[src/rtl/panel_regs_pkg.sv]
package panel_regs_pkg;
  localparam int DW      = 32;
  localparam int DIM_W   = 10;
  localparam int TOP_W   = DW - DIM_W;

  localparam logic [DW-1:0] CTRL_KEEP = 32'h01CF_F300;
  localparam logic [DW-1:0] CTRL_ONES = 32'hFE00_0C34;
  localparam logic [DW-1:0] TIM0_ONES = 32'h0000_000F;
  localparam logic [DW-1:0] TIM2_ONES = 32'hFC00_0000;
  localparam logic [DW-1:0] SUB_KEEP  = 32'hA1FF_FFFF;

  typedef enum logic [2:0] {
    SEL_CTRL, SEL_TIM0, SEL_TIM1, SEL_TIM2, SEL_STAT, SEL_SUB, SEL_NONE
  } reg_sel_e;

  typedef struct packed {
    logic          en;
    logic          mono;
    logic [1:0]    irq_mask;
    logic          tft;
    logic [1:0]    pal_mode;
    logic [DW-1:0] misc;
  } ctrl_t;

  function automatic reg_sel_e decode_sel(input logic [DW-1:0] a);
    case (a)
      32'h00:  return SEL_CTRL;
      32'h04:  return SEL_TIM0;
      32'h08:  return SEL_TIM1;
      32'h0C:  return SEL_TIM2;
      32'h10:  return SEL_STAT;
      32'h14:  return SEL_SUB;
      default: return SEL_NONE;
    endcase
  endfunction

  function automatic logic [DW-1:0] ctrl_image(input ctrl_t c);
    return c.misc | CTRL_ONES
         | (DW'(c.tft) << 23) | (DW'(c.pal_mode) << 20)
         | (DW'(c.tft) << 7)  | (DW'(c.irq_mask) << 3)
         | (DW'(c.mono) << 1) | DW'(c.en);
  endfunction

  function automatic logic [DW-1:0] status_image(input logic fd, input logic se,
                                                 input logic pl);
    return (DW'(pl) << 6) | (DW'(se) << 2) | DW'(fd);
  endfunction

  function automatic logic [DIM_W:0] dim_count(input logic [DIM_W-1:0] m1);
    return (DIM_W+1)'({1'b0, m1}) + (DIM_W+1)'(1);
  endfunction
endpackage

[src/rtl/pcr_cfg_bank.sv]
module pcr_cfg_bank
  import panel_regs_pkg::*;
(
  input  logic                 clk,
  input  logic                 rst_n,
  input  logic                 wr_en,
  input  reg_sel_e             sel,
  input  logic [DW-1:0]        wdata,
  output ctrl_t                ctrl,
  output logic [TOP_W-1:0]     t0_top,
  output logic [DIM_W-1:0]     w_m1,
  output logic [TOP_W-1:0]     t1_top,
  output logic [DIM_W-1:0]     h_m1,
  output logic [DW-1:0]        t2,
  output logic [DW-1:0]        sub,
  output logic                 en_rise,
  output logic                 en_fall,
  output logic                 keep_fd,
  output logic                 enable_chg
);
  logic ctrl_wr;
  assign ctrl_wr = wr_en && (sel == SEL_CTRL);
  assign en_rise = ctrl_wr && wdata[0] && !ctrl.en;
  assign en_fall = ctrl_wr && !wdata[0] && ctrl.en;
  assign keep_fd = (wdata[21:20] == 2'd1);

  always_ff @(posedge clk or negedge rst_n) begin
    if (!rst_n) begin
      ctrl       <= '0;
      t0_top     <= '0;
      w_m1       <= '0;
      t1_top     <= '0;
      h_m1       <= '0;
      t2         <= '0;
      sub        <= '0;
      enable_chg <= 1'b0;
    end else begin
      enable_chg <= en_rise || en_fall;
      if (ctrl_wr) begin
        ctrl.en       <= wdata[0];
        ctrl.mono     <= wdata[1];
        ctrl.irq_mask <= wdata[4:3];
        ctrl.tft      <= wdata[7];
        ctrl.pal_mode <= wdata[21:20];
        ctrl.misc     <= wdata & CTRL_KEEP;
      end
      if (wr_en && sel == SEL_TIM0) {t0_top, w_m1} <= wdata;
      if (wr_en && sel == SEL_TIM1) {t1_top, h_m1} <= wdata;
      if (wr_en && sel == SEL_TIM2) t2 <= wdata;
      if (wr_en && sel == SEL_SUB)  sub <= wdata & SUB_KEEP;
    end
  end


  en_chg_chk: assert property (@(posedge clk) disable iff (!rst_n)
    enable_chg |-> (ctrl.en != $past(ctrl.en)));


  sub_rsvd_chk: assert property (@(posedge clk) disable iff (!rst_n)
    (sub & ~SUB_KEEP) == '0);
endmodule

[src/rtl/pcr_flag_unit.sv]
module pcr_flag_unit (
  input  logic       clk,
  input  logic       rst_n,
  input  logic       set_fd,
  input  logic       set_se,
  input  logic       set_pl,
  input  logic       en_rise,
  input  logic       en_fall,
  input  logic       keep_fd,
  input  logic [1:0] irq_mask,
  output logic       fd,
  output logic       se,
  output logic       pl,
  output logic       irq
);
  logic fd_n, se_n, pl_n;

  always_comb begin
    fd_n = fd | set_fd;
    se_n = se | set_se;
    pl_n = pl | set_pl;
    if (en_fall) begin
      se_n = 1'b0;
      if (!keep_fd) fd_n = 1'b1;
    end
    if (en_rise) begin
      fd_n = 1'b0;
      pl_n = 1'b0;
    end
  end

  always_ff @(posedge clk or negedge rst_n) begin
    if (!rst_n) begin
      fd <= 1'b0;
      se <= 1'b0;
      pl <= 1'b0;
    end else begin
      fd <= fd_n;
      se <= se_n;
      pl <= pl_n;
    end
  end

  assign irq = se | (fd & irq_mask[0]) | (pl & irq_mask[1]);


  fall_clear_chk: assert property (@(posedge clk) disable iff (!rst_n)
    en_fall |=> !se);

  rise_clear_chk: assert property (@(posedge clk) disable iff (!rst_n)
    en_rise |=> (!fd && !pl));

  sync_set_chk: assert property (@(posedge clk) disable iff (!rst_n)
    (set_se && !en_fall) |=> se);

  irq_idle_chk: assert property (@(posedge clk) disable iff (!rst_n)
    !(fd || se || pl) |-> !irq);

  sync_irq_chk: assert property (@(posedge clk) disable iff (!rst_n)
    se |-> irq);
endmodule

[src/rtl/panel_ctl_regs.sv]
module panel_ctl_regs
  import panel_regs_pkg::*;
#(
  parameter int ADDR_W = 8
) (
  input  logic              clk,
  input  logic              rst_n,
  input  logic              bus_valid,
  input  logic              bus_write,
  input  logic [ADDR_W-1:0] bus_addr,
  input  logic [31:0]       bus_wdata,
  output logic [31:0]       bus_rdata,
  input  logic              set_frame_done,
  input  logic              set_sync_err,
  input  logic              set_pal_loaded,
  output logic              irq,
  output logic              enable_chg,
  output logic              lcd_enable,
  output logic              lcd_mono,
  output logic              lcd_tft,
  output logic [1:0]        lcd_pal_mode,
  output logic [DIM_W:0]    lcd_width,
  output logic [DIM_W:0]    lcd_height
);
  reg_sel_e         sel;
  logic             wr_en;
  ctrl_t            ctrl;
  logic [TOP_W-1:0] t0_top, t1_top;
  logic [DIM_W-1:0] w_m1, h_m1;
  logic [DW-1:0]    t2, sub;
  logic             en_rise, en_fall, keep_fd;
  logic             fd, se, pl;
  logic [DW-1:0]    img;

  assign sel   = decode_sel(DW'(bus_addr));
  assign wr_en = bus_valid && bus_write;

  pcr_cfg_bank u_cfg (
    .clk(clk), .rst_n(rst_n), .wr_en(wr_en), .sel(sel), .wdata(bus_wdata),
    .ctrl(ctrl), .t0_top(t0_top), .w_m1(w_m1), .t1_top(t1_top), .h_m1(h_m1),
    .t2(t2), .sub(sub), .en_rise(en_rise), .en_fall(en_fall),
    .keep_fd(keep_fd), .enable_chg(enable_chg)
  );

  pcr_flag_unit u_flags (
    .clk(clk), .rst_n(rst_n), .set_fd(set_frame_done), .set_se(set_sync_err),
    .set_pl(set_pal_loaded), .en_rise(en_rise), .en_fall(en_fall),
    .keep_fd(keep_fd), .irq_mask(ctrl.irq_mask),
    .fd(fd), .se(se), .pl(pl), .irq(irq)
  );

  always_comb begin
    case (sel)
      SEL_CTRL: img = ctrl_image(ctrl);
      SEL_TIM0: img = {t0_top, w_m1} | TIM0_ONES;
      SEL_TIM1: img = {t1_top, h_m1};
      SEL_TIM2: img = t2 | TIM2_ONES;
      SEL_STAT: img = status_image(fd, se, pl);
      SEL_SUB:  img = sub;
      default:  img = '0;
    endcase
  end

  assign bus_rdata    = (bus_valid && !bus_write) ? img : '0;
  assign lcd_enable   = ctrl.en;
  assign lcd_mono     = ctrl.mono;
  assign lcd_tft      = ctrl.tft;
  assign lcd_pal_mode = ctrl.pal_mode;
  assign lcd_width    = dim_count(w_m1);
  assign lcd_height   = dim_count(h_m1);


  stat_wr_ignored_chk: assert property (@(posedge clk) disable iff (!rst_n)
    (wr_en && sel == SEL_STAT && !set_frame_done && !set_sync_err && !set_pal_loaded)
      |=> $stable({fd, se, pl}));

  rdata_idle_chk: assert property (@(posedge clk) disable iff (!rst_n)
    !(bus_valid && !bus_write) |-> (bus_rdata == '0));
endmodule

[config.mk]
export PLATFORM = sky130hd
export DESIGN_NAME = panel_ctl_regs
export DESIGN_NICKNAME = d
export VERILOG_FILES = /design/src/rtl/panel_regs_pkg.sv /design/src/rtl/pcr_cfg_bank.sv /design/src/rtl/pcr_flag_unit.sv /design/src/rtl/panel_ctl_regs.sv
export SDC_FILE = /design/constraint.sdc
export NUM_CORES = 1
export LEC_CHECK = 0
export BUFFER_PORTS_ARGS = -buffer_cell sky130_fd_sc_hd__buf_2
export CAP_MARGIN = 5
export CORE_UTILIZATION = 34
export CTS_CLUSTER_SIZE = 28
export DETAILED_ROUTE_END_ITERATION = 7
export GPL_ROUTABILITY_DRIVEN = 0
export HOLD_SLACK_MARGIN = 0.06
export PLACE_DENSITY = 0.64
export SLEW_MARGIN = 5
export SYNTH_ARGS = -nofsm -noshare
export SYNTH_HDL_FRONTEND = slang
export SYNTH_SLANG_ARGS = --single-unit
[constraint.sdc]
create_clock -name clk -period 3.8 [get_ports clk]
set_clock_uncertainty 0.15 [all_clocks]
set_input_delay 0 -clock clk [delete_from_list [all_inputs] [get_ports clk]]
set_output_delay 0 -clock clk [all_outputs]
set_load 0.02 [all_outputs]
Yosys cells after proc, flatten, opt, wreduce, memory -nomap -nowiden

Index checks and enable logic that the tools add are counted.

Input bits: 47
Bits in latches: 0
Memory bits (read-only): 0
Output and inout bits: 61
Bits in registers: 141
Word-level logic and storage cells: 69
Memories kept: 0
Memory bits (writable): 0

Bitwise operators: 15
Shifts and indexed selects: 0
Multipliers: 0
Reduce and logical (&&, ||, !) cells: 17
Add/sub/neg operators: 2
Equality and inequality tests: 11
$lt $le $gt $ge: 0
Divide/modulo/power cells: 0
Multiplexer cells: 8

Operators by type and width:

| cell                    | number |
|---|---|
| $pmux W32 S6            | 1 |
| $mux W32                | 1 |
| $or A32 B1 Y32          | 1 |
| $or A32 B2 Y32          | 1 |
| $or A32 B22 Y32         | 1 |
| $or A32 B24 Y32         | 1 |
| $or A32 B5 Y32          | 1 |
| $or A32 B8 Y32          | 1 |
| $add A10 B1 Y11 const B | 2 |
| $pmux W3 S6             | 1 |
| $eq A8 B4 Y1 const B    | 2 |
| $eq A8 B5 Y1 const B    | 2 |
| $logic_and A1 B1 Y1     | 11 |
| $eq A8 B3 Y1 const B    | 1 |
| $logic_not A8 Y1        | 1 |
| $or A7 B1 Y7            | 1 |
| $or A7 B3 Y7            | 1 |
| $eq A3 B2 Y1 const B    | 2 |
| $eq A3 B3 Y1 const B    | 2 |
| $mux W1                 | 5 |
| $or A1 B1 Y1            | 5 |
| $eq A3 B1 Y1 const B    | 1 |
| $logic_not A1 Y1        | 3 |
| $logic_not A3 Y1        | 1 |
| 3 further kinds         | 4 |

Depth between registers and ports, before layout

Gate-level depths: netlist (run 1).

Depth after elaboration: 8
Mapped depth: 12

Cells and area by module

A second synthesis (run 1) with hierarchy kept.

Cells, all modules: 659
Area total of the unflattened synthesis: 8,045.2 um2

Modules (own cells, without submodules):

| module         | times used | sequential area each (um2) | area an instance (um2) | cells an instance |
|---|---|---|---|---|
| pcr_cfg_bank   | 1          | 3,603.5                    | 5,919.4                | 337 |
| panel_ctl_regs | 1          | 0.0                        | 2,010.7                | 311 |
| pcr_flag_unit  | 1          | 75.1                       | 115.1                  | 11 |

Least setup slack after synthesis (run 1)

No wires, ideal clock.

Kind: in2reg
From: input bus_addr[0]
To: register u_cfg.t1_top[10]
Path slack: 0.995 ns
Stages on the path: 9
Arrival: 2.530 ns
Data required time: 3.525 ns
Path buffers: 2
Cells stage by stage: or4_4 > nor3_1 > nand2_1 > ha_1 > or3b_1 > clkbuf_1 > nor4_4 > buf_4 > mux2_2

Longest elaborated chain between the ends: 4
Elaborated cells on any way between the ends: 9
Classes of those cells: 6 x eq/ne; 1 x mux; 2 x reduce/logical

Ends and longest elaborated chain:

| element                                    | line                 | RTL |
|---|---|---|
| start, declared                            | panel_ctl_regs.sv:10 | `input logic [ADDR_W-1:0] bus_addr,` |
| $eq A8 B5 Y1, or another cell as far along | panel_regs_pkg.sv:26 | `case (a)` |
| $pmux W3 S6 (*)                            | panel_regs_pkg.sv:26 |  |
| $eq A3 B2 Y1 (*)                           | pcr_cfg_bank.sv:48   | `if (wr_en && sel == SEL_TIM1) {t1_top, h_m1} <= wdata;` |
| $logic_and A1 B1 Y1 (*)                    | pcr_cfg_bank.sv:48   |  |
| end signal, assigned                       | pcr_cfg_bank.sv:48   |  |
| end, declared                              | pcr_cfg_bank.sv:12   | `output logic [TOP_W-1:0] t1_top,` |

Every way passes the cells marked *; elsewhere a longest branch is shown, timed or not.
A chain may end at the register's enable or synchronous reset.

Final worst setup path (run 1)

From: input bus_addr[0]
To: output bus_rdata[8]

Longest elaborated chain between the ends: 5
Elaborated cells on any way between the ends: 15
Classes of those cells: 10 x eq/ne; 3 x mux; 2 x reduce/logical

Ends and longest elaborated chain:

| element                                    | line                 | RTL |
|---|---|---|
| $eq A8 B5 Y1, or another cell as far along | panel_regs_pkg.sv:26 |  |
| $pmux W3 S6 (*)                            | panel_regs_pkg.sv:26 |  |
| $eq A3 B3 Y1, or another cell as far along | panel_ctl_regs.sv:53 | `case (sel)` |
| $pmux W32 S6 (*)                           | panel_ctl_regs.sv:53 |  |
| $mux W32 (*)                               | panel_ctl_regs.sv:64 | `assign bus_rdata = (bus_valid && !bus_write) ? img : '0;` |
| end, declared                              | panel_ctl_regs.sv:12 | `output logic [31:0] bus_rdata,` |

Marks and branches as above.

==> results of run 1 <==
==> synthesized netlist by cell type (all sizes together) (3+ instances only) <==
cell       n  share of area (%)
a21o       4               0.41
a21oi     55                3.7
a22o      14                1.7
a31oi      3               0.25
a32oi      4               0.48
and2       3               0.25
buf       18                1.8
clkbuf    26                1.3
dfrtp    141                 48
ha         3               0.51
inv        6               0.31
mux2     138                 23
mux2i      3               0.41
nand2     24                1.3
nand2b    31                2.6
nand3      9               0.78
nand3b    23                2.3
nand4      3               0.25
nor2      14               0.71
nor3       7               0.63
nor3b      3               0.37
nor4       5                1.2
o21ai     43                2.9
o2bb2ai    3               0.36
xnor2     13                1.5
xor2       3               0.36
==> final cells by class <==
type / instances / area [sq um] / area share [%]
diodes: 2 / 5.00 / 0.0543
clock buffers: 23 / 468 / 5.08
clock inverters: 7 / 90.1 / 0.978
inverters: 6 / 22.5 / 0.244
multi-input cells: 433 / 3640 / 39.5
flip-flops and latches: 141 / 3530 / 38.3
well taps: 275 / 344 / 3.73
repair buffers: 167 / 1110 / 12.1
==> critical path, cell delays in order <==
cell	delay, ns
buf_2	0.12
or4_4	0.59
nor3_1	0.25
nand2_1	0.10
ha_1	0.40
buf_4	0.30
nor4b_4	0.25
buf_4	0.35
a22o_1	0.18
o21ai_0	0.08
a21oi_1	0.23
buf_2	0.21
==> layer usage <==
layer  vias up  share of wire (%)  track usage [%]
met5         -                  0                0
met3        11                5.4             4.16
met1      2784                 47             26.5
met4         0               0.81             5.36
met2       146                 47             30.2
li1       2557                  -                -
==> sequential cells by signal, indices dropped and copies added, names as in the netlist <==
register          flops
u_cfg.t2             26
u_cfg.enable_chg      1
u_flags.pl            1
u_cfg.ctrl           20
u_cfg.t0_top         22
u_cfg.t1_top         22
u_cfg.sub            27
u_flags.se            1
u_cfg.h_m1           10
u_cfg.w_m1           10
u_flags.fd            1
==> kinds of logic (layout without fill, tap and decap cells) <==
group	Yosys count	in the layout
DFF	141	141
and+or+nand+nor	133	133
AOI/OAI and AO/OA	140	140
muxes	141	141
xor gates and xnor gates	16	16
other	0	2
adders and majority gates	3	3
buffers and inverters	50	203
==> stage by stage <==
step,power (mW),std cells
floorplan,1.68,624
global placement,1.80,983
detailed placement,1.80,983
CTS,3.43,1052
global route,3.52,1052
finish,3.41,1054
==> power by group <==
part / total [mW] / leakage [nW] / internal [mW] / switching [mW]
clock network: 1.61 / 0.269 / 0.989 / 0.616
logic: 0.237 / 2.08 / 0.105 / 0.132
registers: 1.57 / 1.94 / 1.54 / 0.0273
==> how the worst max path moves through the flow <==
| stage | end | start | slack, ns |
|---|---|---|---|
| after floorplan | u_cfg.t1_top[10] | bus_addr[0] | 1.0 |
| after global placement | u_cfg.t1_top[16] | bus_addr[0] | 0.65 |
| after detailed placement | u_cfg.t1_top[1] | bus_addr[0] | 0.58 |
| after CTS | bus_rdata[8] | bus_addr[0] | 0.60 |
| after global routing | bus_rdata[8] | bus_addr[0] | 0.32 |
| final | bus_rdata[8] | bus_addr[0] | 0.58 |
==> impl_metrics.py, run 1 <==
metrics = {
    "clock_network": {
        "cts_inserted_buffers": 17,
        "h-tree-depth": 4,
        "cts_resized": 0,
        "cts-hold-fix-buffers": 39,
        "cts_tree": "yes",
        "clock-sinks": 141,
        "clk_pin_slew_ns": 0.05,
        "clock-root-buffer": "clkbuf_16",
        "insertion_delay_ns": 0.42,
        "cts_buffer_depth": 2,
        "post_cts_buffers": 0,
    },
    "detailed_routing": {
        "wl_per_cell_um": 19.1,
        "drtIter0Drc": 374,
        "vias": 5498,
        "wl_mm": 20.2,
        "drcViolationCount": 0,
        "ant_nets": 0,
        "vias_per_cell": 5.22,
        "drtPass1Iterations": 5,
    },
    "layout": {
        "n_fill_cell": 1971,
        "drive_above_1_share_pct": 39.5,
        "nets": 816,
        "layout_common_cells": "dfrtp_1 (141), mux2_2 (106), buf_2 (106)",
        "post-route-util_pct": 43.6,
        "design_area_sq_um": 9210,
        "syn2layout_area_growth_pct": 24.9,
        "mostFrequentLayoutCell": "dfrtp_1",
    },
    "floorplan": {
        "die_x_um": 149,
        "initial_utilization_pct": 34.9,
        "die_area_sq_um": 22300,
        "row_count": 53,
        "ios": 108,
        "core_area_sq_um": 21200,
        "die_y_um": 149,
    },
    "sta": {
        "fin_crit_ns": 3.22,
        "slew_headroom_pct": 23.3,
        "fin_tns_setup_ns": 0,
        "timing_hold_violations_final": 0,
        "hold_ws_ns": 0.110,
        "drv_slew": 0,
        "setup_violations": 0,
        "layout_setup_ws_ns": 0.576,
        "fmax_mhz": 310,
        "fin_crit_sh_pct": 84.8,
        "rsz0062_at_grt": "no",
        "tightest_slew_ns": 1.15,
    },
    "power_and_ir_drop": {
        "powerDensity_nw_per_um2": 370,
        "power_leakage_nw": 4.30,
        "ir_worst_vdd_v": 0.000316,
    },
    "synthesis": {
        "syn_area_sq_um": 7370,
        "post_synth_and_or_nand_nor_area_fraction_pct": 11.8,
        "synth_warnings": 0,
        "syn_inst": 624,
        "synthArstFlopShare_pct": 100,
        "ys_seq_area_share_pct": 47.9,
        "synth-xor-area-share_pct": 1.90,
        "synth-main-ff-cell": "dfrtp_1",
        "synth_top_family_by_area": "multiplexers",
        "synth_seq_cells": 141,
        "syn-num-nets": 674,
        "synth_cell_types": 57,
        "synthMuxAreaShare_pct": 23.0,
        "syn_avg_cell_area_sq_um": 11.8,
        "synth_compound_area_share_pct": 11.5,
        "synth-edff-count": 0,
        "synth_fa_ha_area_share_pct": 0.509,
    },
    "worst_setup_path": {
        "crit_fanout": 20,
        "worstSetupStartpointType": "input port",
        "r2r_cells": 4,
        "endpoint_kind": "output port",
        "critPathRequiredTime_ns": 3.65,
        "reg2reg_slack_ns": 2.13,
        "timing.rr.start": "u_cfg.ctrl[38]",
        "critical_path_class": "input port to output port",
        "crit_arrival_ns": 3.07,
        "worst_r2r_endpoint": "u_flags.fd",
    },
    "flow_run": {
        "drv_cap": 0,
    },
    "global_routing": {
        "grt_max_degree": 101,
        "grt_pass1_wl_mm": 31.9,
        "grt_usage_pct": 19.2,
        "antenna_found_initial": 2,
        "overflow": 0,
        "grt_pass1_vias": 5480,
    },
    "placement": {
        "post_dp_cell_area_sq_um": 8260,
        "place_ws_ns": 0.579,
        "io_buffers": 107,
        "hpwl_mm": 13.4,
    },
    "run_status": {
        "status": "finished clean",
    },
    "min_path": {
        "hp-class": "input port to asynchronous set/reset pin",
    },
}
No activity file was read; power rests on OpenSTA's default activity.
==> run 2, diff against run 1 <==
==> constraint.sdc (replaced) <==
create_clock -name clk -period 3.35 [get_ports clk]
set_clock_uncertainty 0.15 [all_clocks]
set_input_delay 0 -clock clk [delete_from_list [all_inputs] [get_ports clk]]
set_output_delay 0 -clock clk [all_outputs]
set_load 0.02 [all_outputs]
==> run 2 against run 1 <==
Net effect:
- clock-buffer cell count is 3 lower
- highest routed layer unchanged
- sequential share of layout area fell by 0.51 points
- via count is 1.3% higher
- cell area increased by 1.3%
- critical path depth decreased by 2
- global-route usage hardly changed
- worst hold slack lost 0.039 ns
- flip-flop and latch count is the same
==> impl_metrics.py, run 2 (same netlist as run 1, synthesis figures left out) <==
metrics = {
    "run_status": {
        "status": "finished clean",
    },
    "floorplan": {
        "die_y_um": 149,
        "ios": 108,
        "core_area_sq_um": 21200,
        "initial_utilization_pct": 34.9,
        "die_x_um": 149,
        "die_area_sq_um": 22300,
        "row_count": 53,
    },
    "placement": {
        "dp_cells": 990,
        "place_ws_ns": 0.263,
        "hpwl_mm": 13.6,
        "io_buffers": 107,
        "post_dp_cell_area_sq_um": 8320,
    },
    "sta": {
        "timing_hold_violations_final": 0,
        "drv_slew": 0,
        "hold_ws_ns": 0.0709,
        "fin_crit_sh_pct": 90.5,
        "fin_crit_ns": 3.03,
        "setup_violations": 0,
        "slew_headroom_pct": 43.9,
        "tightest_slew_ns": 0.841,
        "layout_setup_ws_ns": 0.318,
        "fmax_mhz": 330,
        "fin_tns_setup_ns": 0,
        "rsz0062_at_grt": "no",
    },
    "detailed_routing": {
        "drtIter0Drc": 267,
        "wl_mm": 20.1,
        "vias_per_cell": 5.24,
        "ant_nets": 0,
        "wl_per_cell_um": 19.0,
        "vias": 5572,
        "drtPass1Iterations": 5,
        "drcViolationCount": 0,
    },
    "worst_setup_path": {
        "worstSetupStartpointType": "input port",
        "crit_fanout": 17,
        "crit_arrival_ns": 2.88,
        "worst_r2r_endpoint": "u_flags.fd",
        "timing.rr.start": "u_cfg.ctrl[38]",
        "crit_path_cell_trace": "buf_2, or4_4, nor3_1, nand2_1, ha_1, a21oi_2, o311ai_4, buf_4, a31oi_1, buf_2",
        "endpoint_kind": "output port",
        "critical_path_class": "input port to output port",
        "max_stage_delay_ns": 0.59,
        "reg2reg_slack_ns": 1.68,
        "timing.critical_path.mode_cell": "buf_2",
        "slowest_stage": "or4_4",
        "critPathRequiredTime_ns": 3.20,
        "r2r_cells": 4,
    },
    "power_and_ir_drop": {
        "netSwitchingPower_mw": 0.904,
        "pwr-share-seq_pct": 44.0,
        "clkPwrFrac_pct": 49.2,
        "powerDensity_nw_per_um2": 431,
        "ir_worst_vdd_v": 0.000380,
        "p_comb_share_pct": 6.8,
        "swShare_pct": 22.5,
        "p_int_mw": 3.12,
        "power_mw": 4.03,
        "power_leakage_nw": 4.36,
    },
    "layout": {
        "largest_registers": "u_cfg.sub (27), u_cfg.t2 (26)",
        "layout.cells.non_filler": 1063,
        "layout_common_cells": "dfrtp_1 (141), mux2_2 (106), buf_2 (106)",
        "design_area_sq_um": 9340,
        "post-route-util_pct": 44.1,
        "syn2layout_area_growth_pct": 26.6,
        "regMostFlops": "u_cfg.sub",
        "drive_above_1_share_pct": 40.4,
        "largest_reg_flops": 27,
        "n_fill_cell": 1988,
        "nets": 823,
        "mostFrequentLayoutCell": "dfrtp_1",
    },
    "global_routing": {
        "antenna_found_initial": 2,
        "grt_max_degree": 91,
        "overflow": 0,
        "grt_usage_pct": 19.2,
        "grt_pass1_vias": 5705,
        "grt_pass1_wl_mm": 32.0,
    },
    "clock_network": {
        "clock-root-buffer": "clkbuf_16",
        "clk_pin_slew_ns": 0.06,
        "h-tree-depth": 4,
        "cts_buffer_depth": 2,
        "cts_inserted_buffers": 17,
        "clock-sinks": 141,
        "cts_tree": "yes",
        "cts_resized": 0,
        "post_cts_buffers": 0,
        "insertion_delay_ns": 0.42,
    },
    "flow_run": {
        "drv_cap": 0,
    },
    "min_path": {
        "hp-class": "input port to asynchronous set/reset pin",
    },
}
-- run 2: cell count changes in the layout (fill, tap and decap cells not counted), sizes merged --
cell    delta
diode      +1
clkbuf     -3
clkinv     +2
buf        +7
bufinv     +2
-- run 2: how the worst max path moves through the flow --
stage | start | endpoint | slack (ns) | cells past startpoint
5_1_grt | bus_addr[0] | bus_rdata[4] | 0.03 | 10
2_1_floorplan | bus_addr[0] | u_cfg.t1_top[10] | 0.55 | 9
4_1_cts | bus_addr[0] | bus_rdata[4] | 0.33 | 10
3_5_place_dp | bus_addr[0] | u_cfg.h_m1[7] | 0.26 | 9
6_report | bus_addr[0] | bus_rdata[2] | 0.32 | 10
3_3_place_gp | bus_addr[0] | u_cfg.h_m1[7] | 0.31 | 9
-- run 2: metal layers --
metal	routed length [um]	global-route usage [%]	part of all wire [%]	up-vias
met1	9460	25.7	47	2841
met3	964	3.85	4.8	21
met2	9420	30.7	47	141
met5	0	0	0	-
met4	304	6.68	1.5	0
li1	-	-	-	2569
-- run 2: repair_timing --
item | in CTS | in global routing
hold endpoints to repair | 229 | 0
endpoints found under the setup margin | 0 | 0
hold buffers | 39 | 0
-- run 2: cell type report --
class,count,area [sq um],share of cell area [%]
multi-input cells,433,3640,39.0
clock inverters,11,168,1.80
inverters,6,22.5,0.241
diodes,3,7.51,0.0804
flip-flops and latches,141,3530,37.8
clock buffers,20,447,4.78
well taps,275,344,3.69
repair buffers,174,1180,12.6
-- run 2: power groups by stage --
stage / sequential, mW / combinational [mW] / clock, mW
after floorplan: 1.80 / 0.107 / 0
after global placement: 1.80 / 0.236 / 0
after detailed placement: 1.80 / 0.239 / 0
after CTS: 1.77 / 0.276 / 2.02
after global routing: 1.78 / 0.297 / 2.09
final: 1.77 / 0.272 / 1.98
-- run 2: worst max-delay path, delay by kind of cell --
family,cells,cell delay [ns]
AOI/OAI and AO/OA,3,0.97
adders and majority gates,1,0.36
buffers and inverters,3,0.60
and+or+nand+nor,3,0.94
==> run 3, diff against run 2 <==
--- a/config.mk
+++ b/config.mk
@@ -7,12 +7,15 @@
 export LEC_CHECK = 0
 export BUFFER_PORTS_ARGS = -buffer_cell sky130_fd_sc_hd__buf_2
 export CAP_MARGIN = 5
+export CELL_PAD_IN_SITES_DETAIL_PLACEMENT = 0
+export CELL_PAD_IN_SITES_GLOBAL_PLACEMENT = 1
 export CORE_UTILIZATION = 34
 export CTS_CLUSTER_SIZE = 28
 export DETAILED_ROUTE_END_ITERATION = 7
 export GPL_ROUTABILITY_DRIVEN = 0
 export HOLD_SLACK_MARGIN = 0.06
-export PLACE_DENSITY = 0.64
+export PLACE_DENSITY = 0.74
+export SKIP_CTS_REPAIR_TIMING = 1
 export SLEW_MARGIN = 5
 export SYNTH_ARGS = -nofsm -noshare
 export SYNTH_HDL_FRONTEND = slang
==> run 3 against run 2 <==
Net effect:
- first-iteration DRC count increased by 14%
- total power fell by 6.3%
- global-route usage decreased by 0.59 points
- die area unchanged
- sequential share of layout area rose by 0.24 points
- critical path depth rose by 2
- worst hold slack improved by 0.13 ns
- clock power down 13%
- fmax is 0.42% higher
- non-clock buffer count grew 4
- highest routed layer is now met5
==> impl_metrics.py, run 3 (same netlist as run 1, synthesis figures left out) <==
metrics = {
    "run_status": {
        "status": "finished clean",
    },
    "worst_setup_path": {
        "crit_cells": 12,
        "timing.rr.start": "u_cfg.ctrl[38]",
        "crit_arrival_ns": 2.87,
        "critPathBufInv": 4,
        "critPathRequiredTime_ns": 3.20,
        "crit_path_cell_trace": "buf_2, or4_4, nor3_2, nand2_1, ha_1, buf_4, nor4b_4, buf_4, o2bb2ai_1, o21ai_0, a21oi_1, buf_2",
        "r2r_cells": 4,
        "reg2reg_slack_ns": 1.70,
        "critical_path_class": "input port to output port",
        "endpoint_kind": "output port",
        "worst_r2r_endpoint": "u_flags.fd",
        "slowest_stage": "or4_4",
        "max_stage_delay_ns": 0.60,
        "worstSetupStartpointType": "input port",
        "crit_family": "simple AND/OR/NAND/NOR gates",
        "crit_fanout": 19,
    },
    "power_and_ir_drop": {
        "p_comb_share_pct": 7.3,
        "p_int_mw": 2.87,
        "netSwitchingPower_mw": 0.907,
        "ir_worst_vdd_v": 0.000364,
        "swShare_pct": 24.0,
        "power_leakage_nw": 4.35,
        "pwr-share-seq_pct": 47.0,
        "clkPwrFrac_pct": 45.8,
        "powerDensity_nw_per_um2": 407,
    },
    "layout": {
        "regMostFlops": "u_cfg.sub",
        "drive_above_1_share_pct": 40.4,
        "syn2layout_area_growth_pct": 25.8,
        "design_area_sq_um": 9280,
        "antenna_cells": 0,
        "largest_reg_flops": 27,
        "nets": 827,
        "mostFrequentLayoutCell": "dfrtp_1",
        "layout_common_cells": "dfrtp_1 (141), mux2_2 (106), buf_2 (106)",
        "largest_registers": "u_cfg.sub (27), u_cfg.t2 (26)",
        "post-route-util_pct": 43.9,
    },
    "detailed_routing": {
        "drcViolationCount": 0,
        "drtPass1Iterations": 5,
        "ant_nets": 0,
        "met2_wirelength_mm": 9.19,
        "route.met3.wl_um": 945,
        "drtIter0Drc": 304,
        "vias_per_cell": 5.17,
        "wl_mm": 19.7,
        "vias": 5496,
        "wl_met1_mm": 9.35,
        "wl_per_cell_um": 18.5,
        "top_layer_used": "met5",
    },
    "sta": {
        "setup_violations": 0,
        "fin_crit_ns": 3.02,
        "timing_hold_violations_final": 0,
        "hold_ws_ns": 0.198,
        "tightest_slew_ns": 0.977,
        "slew_headroom_pct": 34.7,
        "fmax_mhz": 331,
        "drv_slew": 0,
        "fin_tns_setup_ns": 0,
        "rsz0062_at_grt": "no",
        "fin_crit_sh_pct": 90.1,
    },
    "clock_network": {
        "h-tree-depth": 4,
        "insertion_delay_ns": 0.42,
        "cts_buffer_depth": 2,
        "clock-root-buffer": "clkbuf_16",
        "cts_tree": "yes",
        "cts_inserted_buffers": 17,
        "clock-sinks": 141,
        "clk_pin_slew_ns": 0.06,
    },
    "global_routing": {
        "antenna_found_initial": 1,
        "overflow": 0,
        "grt_pass1_wl_mm": 31.2,
        "grt_pass1_vias": 5426,
        "grt_usage_pct": 18.6,
        "grt_max_degree": 67,
    },
    "min_path": {
        "hp-class": "input port to flop",
        "worstHoldStart": "bus_wdata[26]",
        "whs_endpoint": "u_cfg.t1_top[16]",
        "hold_path_depth": 3,
    },
    "floorplan": {
        "initial_utilization_pct": 34.9,
        "row_count": 53,
        "ios": 108,
        "core_area_sq_um": 21200,
        "die_y_um": 149,
        "die_area_sq_um": 22300,
        "die_x_um": 149,
    },
    "placement": {
        "hpwl_mm": 13.5,
        "post_dp_cell_area_sq_um": 8320,
        "io_buffers": 107,
    },
    "flow_run": {
        "drv_cap": 0,
    },
}
==> run 3: cell types whose count changed in the layout (fill, tap and decap cells not counted), moves of 2 or more <==
cell and change:
buf_4 +3, clkbuf_8 +2, diode_2 -3, dlygate4sd3_1 +2
bufinv_16 -4
==> run 3: cell type report <==
type / count / area (sq um)
fillers: 2039 / 11900
multi-input cells: 433 / 3640
flip-flops and latches: 141 / 3530
repair buffers: 178 / 1200
clock buffers: 22 / 474
well taps: 275 / 344
clock inverters: 9 / 63.8
inverters: 6 / 22.5
==> run 3: how the worst max path moves through the flow <==
stage / startpoint / to / slack, ns
6_report: bus_addr[0] / bus_rdata[5] / 0.33
5_1_grt: bus_addr[0] / bus_rdata[9] / 0.14
4_1_cts: bus_addr[0] / bus_rdata[10] / 0.29
3_5_place_dp: bus_addr[0] / u_cfg.h_m1[6] / 0.24
3_3_place_gp: bus_addr[0] / bus_rdata[8] / 0.30
2_1_floorplan: bus_addr[0] / u_cfg.t1_top[10] / 0.55
==> run 3: metal layers <==
metal  GRT usage (%)  vias up
met1            26.1     2777
met2            28.9      137
met3            3.98       15
met4            4.80        2
li1                -     2565
met5               0        -
==> run 3: power groups by stage <==
stage	clock network (mW)	registers, mW	logic (mW)
3_5_place_dp	0	1.80	0.240
2_1_floorplan	0	1.80	0.107
3_3_place_gp	0	1.80	0.237
4_1_cts	1.76	1.77	0.240
5_1_grt	1.83	1.78	0.300
6_report	1.73	1.77	0.274
==> run 3: worst register-to-register path: stages, from the launching register on <==
cell and delay (ns):
dfrtp_1 0.44, nor2b_1 0.13, o2111a_1 0.22, a211oi_1 0.05
dlygate4sd3_1 0.55
==> run 3: stage by stage <==
step	total power, mW	setup slack [ns]	cells
3_5_place_dp	2.04	0.242	992
2_1_floorplan	1.91	0.545	624
6_report	3.77	0.331	1064
3_3_place_gp	2.04	0.303	992
4_1_cts	3.77	0.287	1023
5_1_grt	3.91	0.137	1064
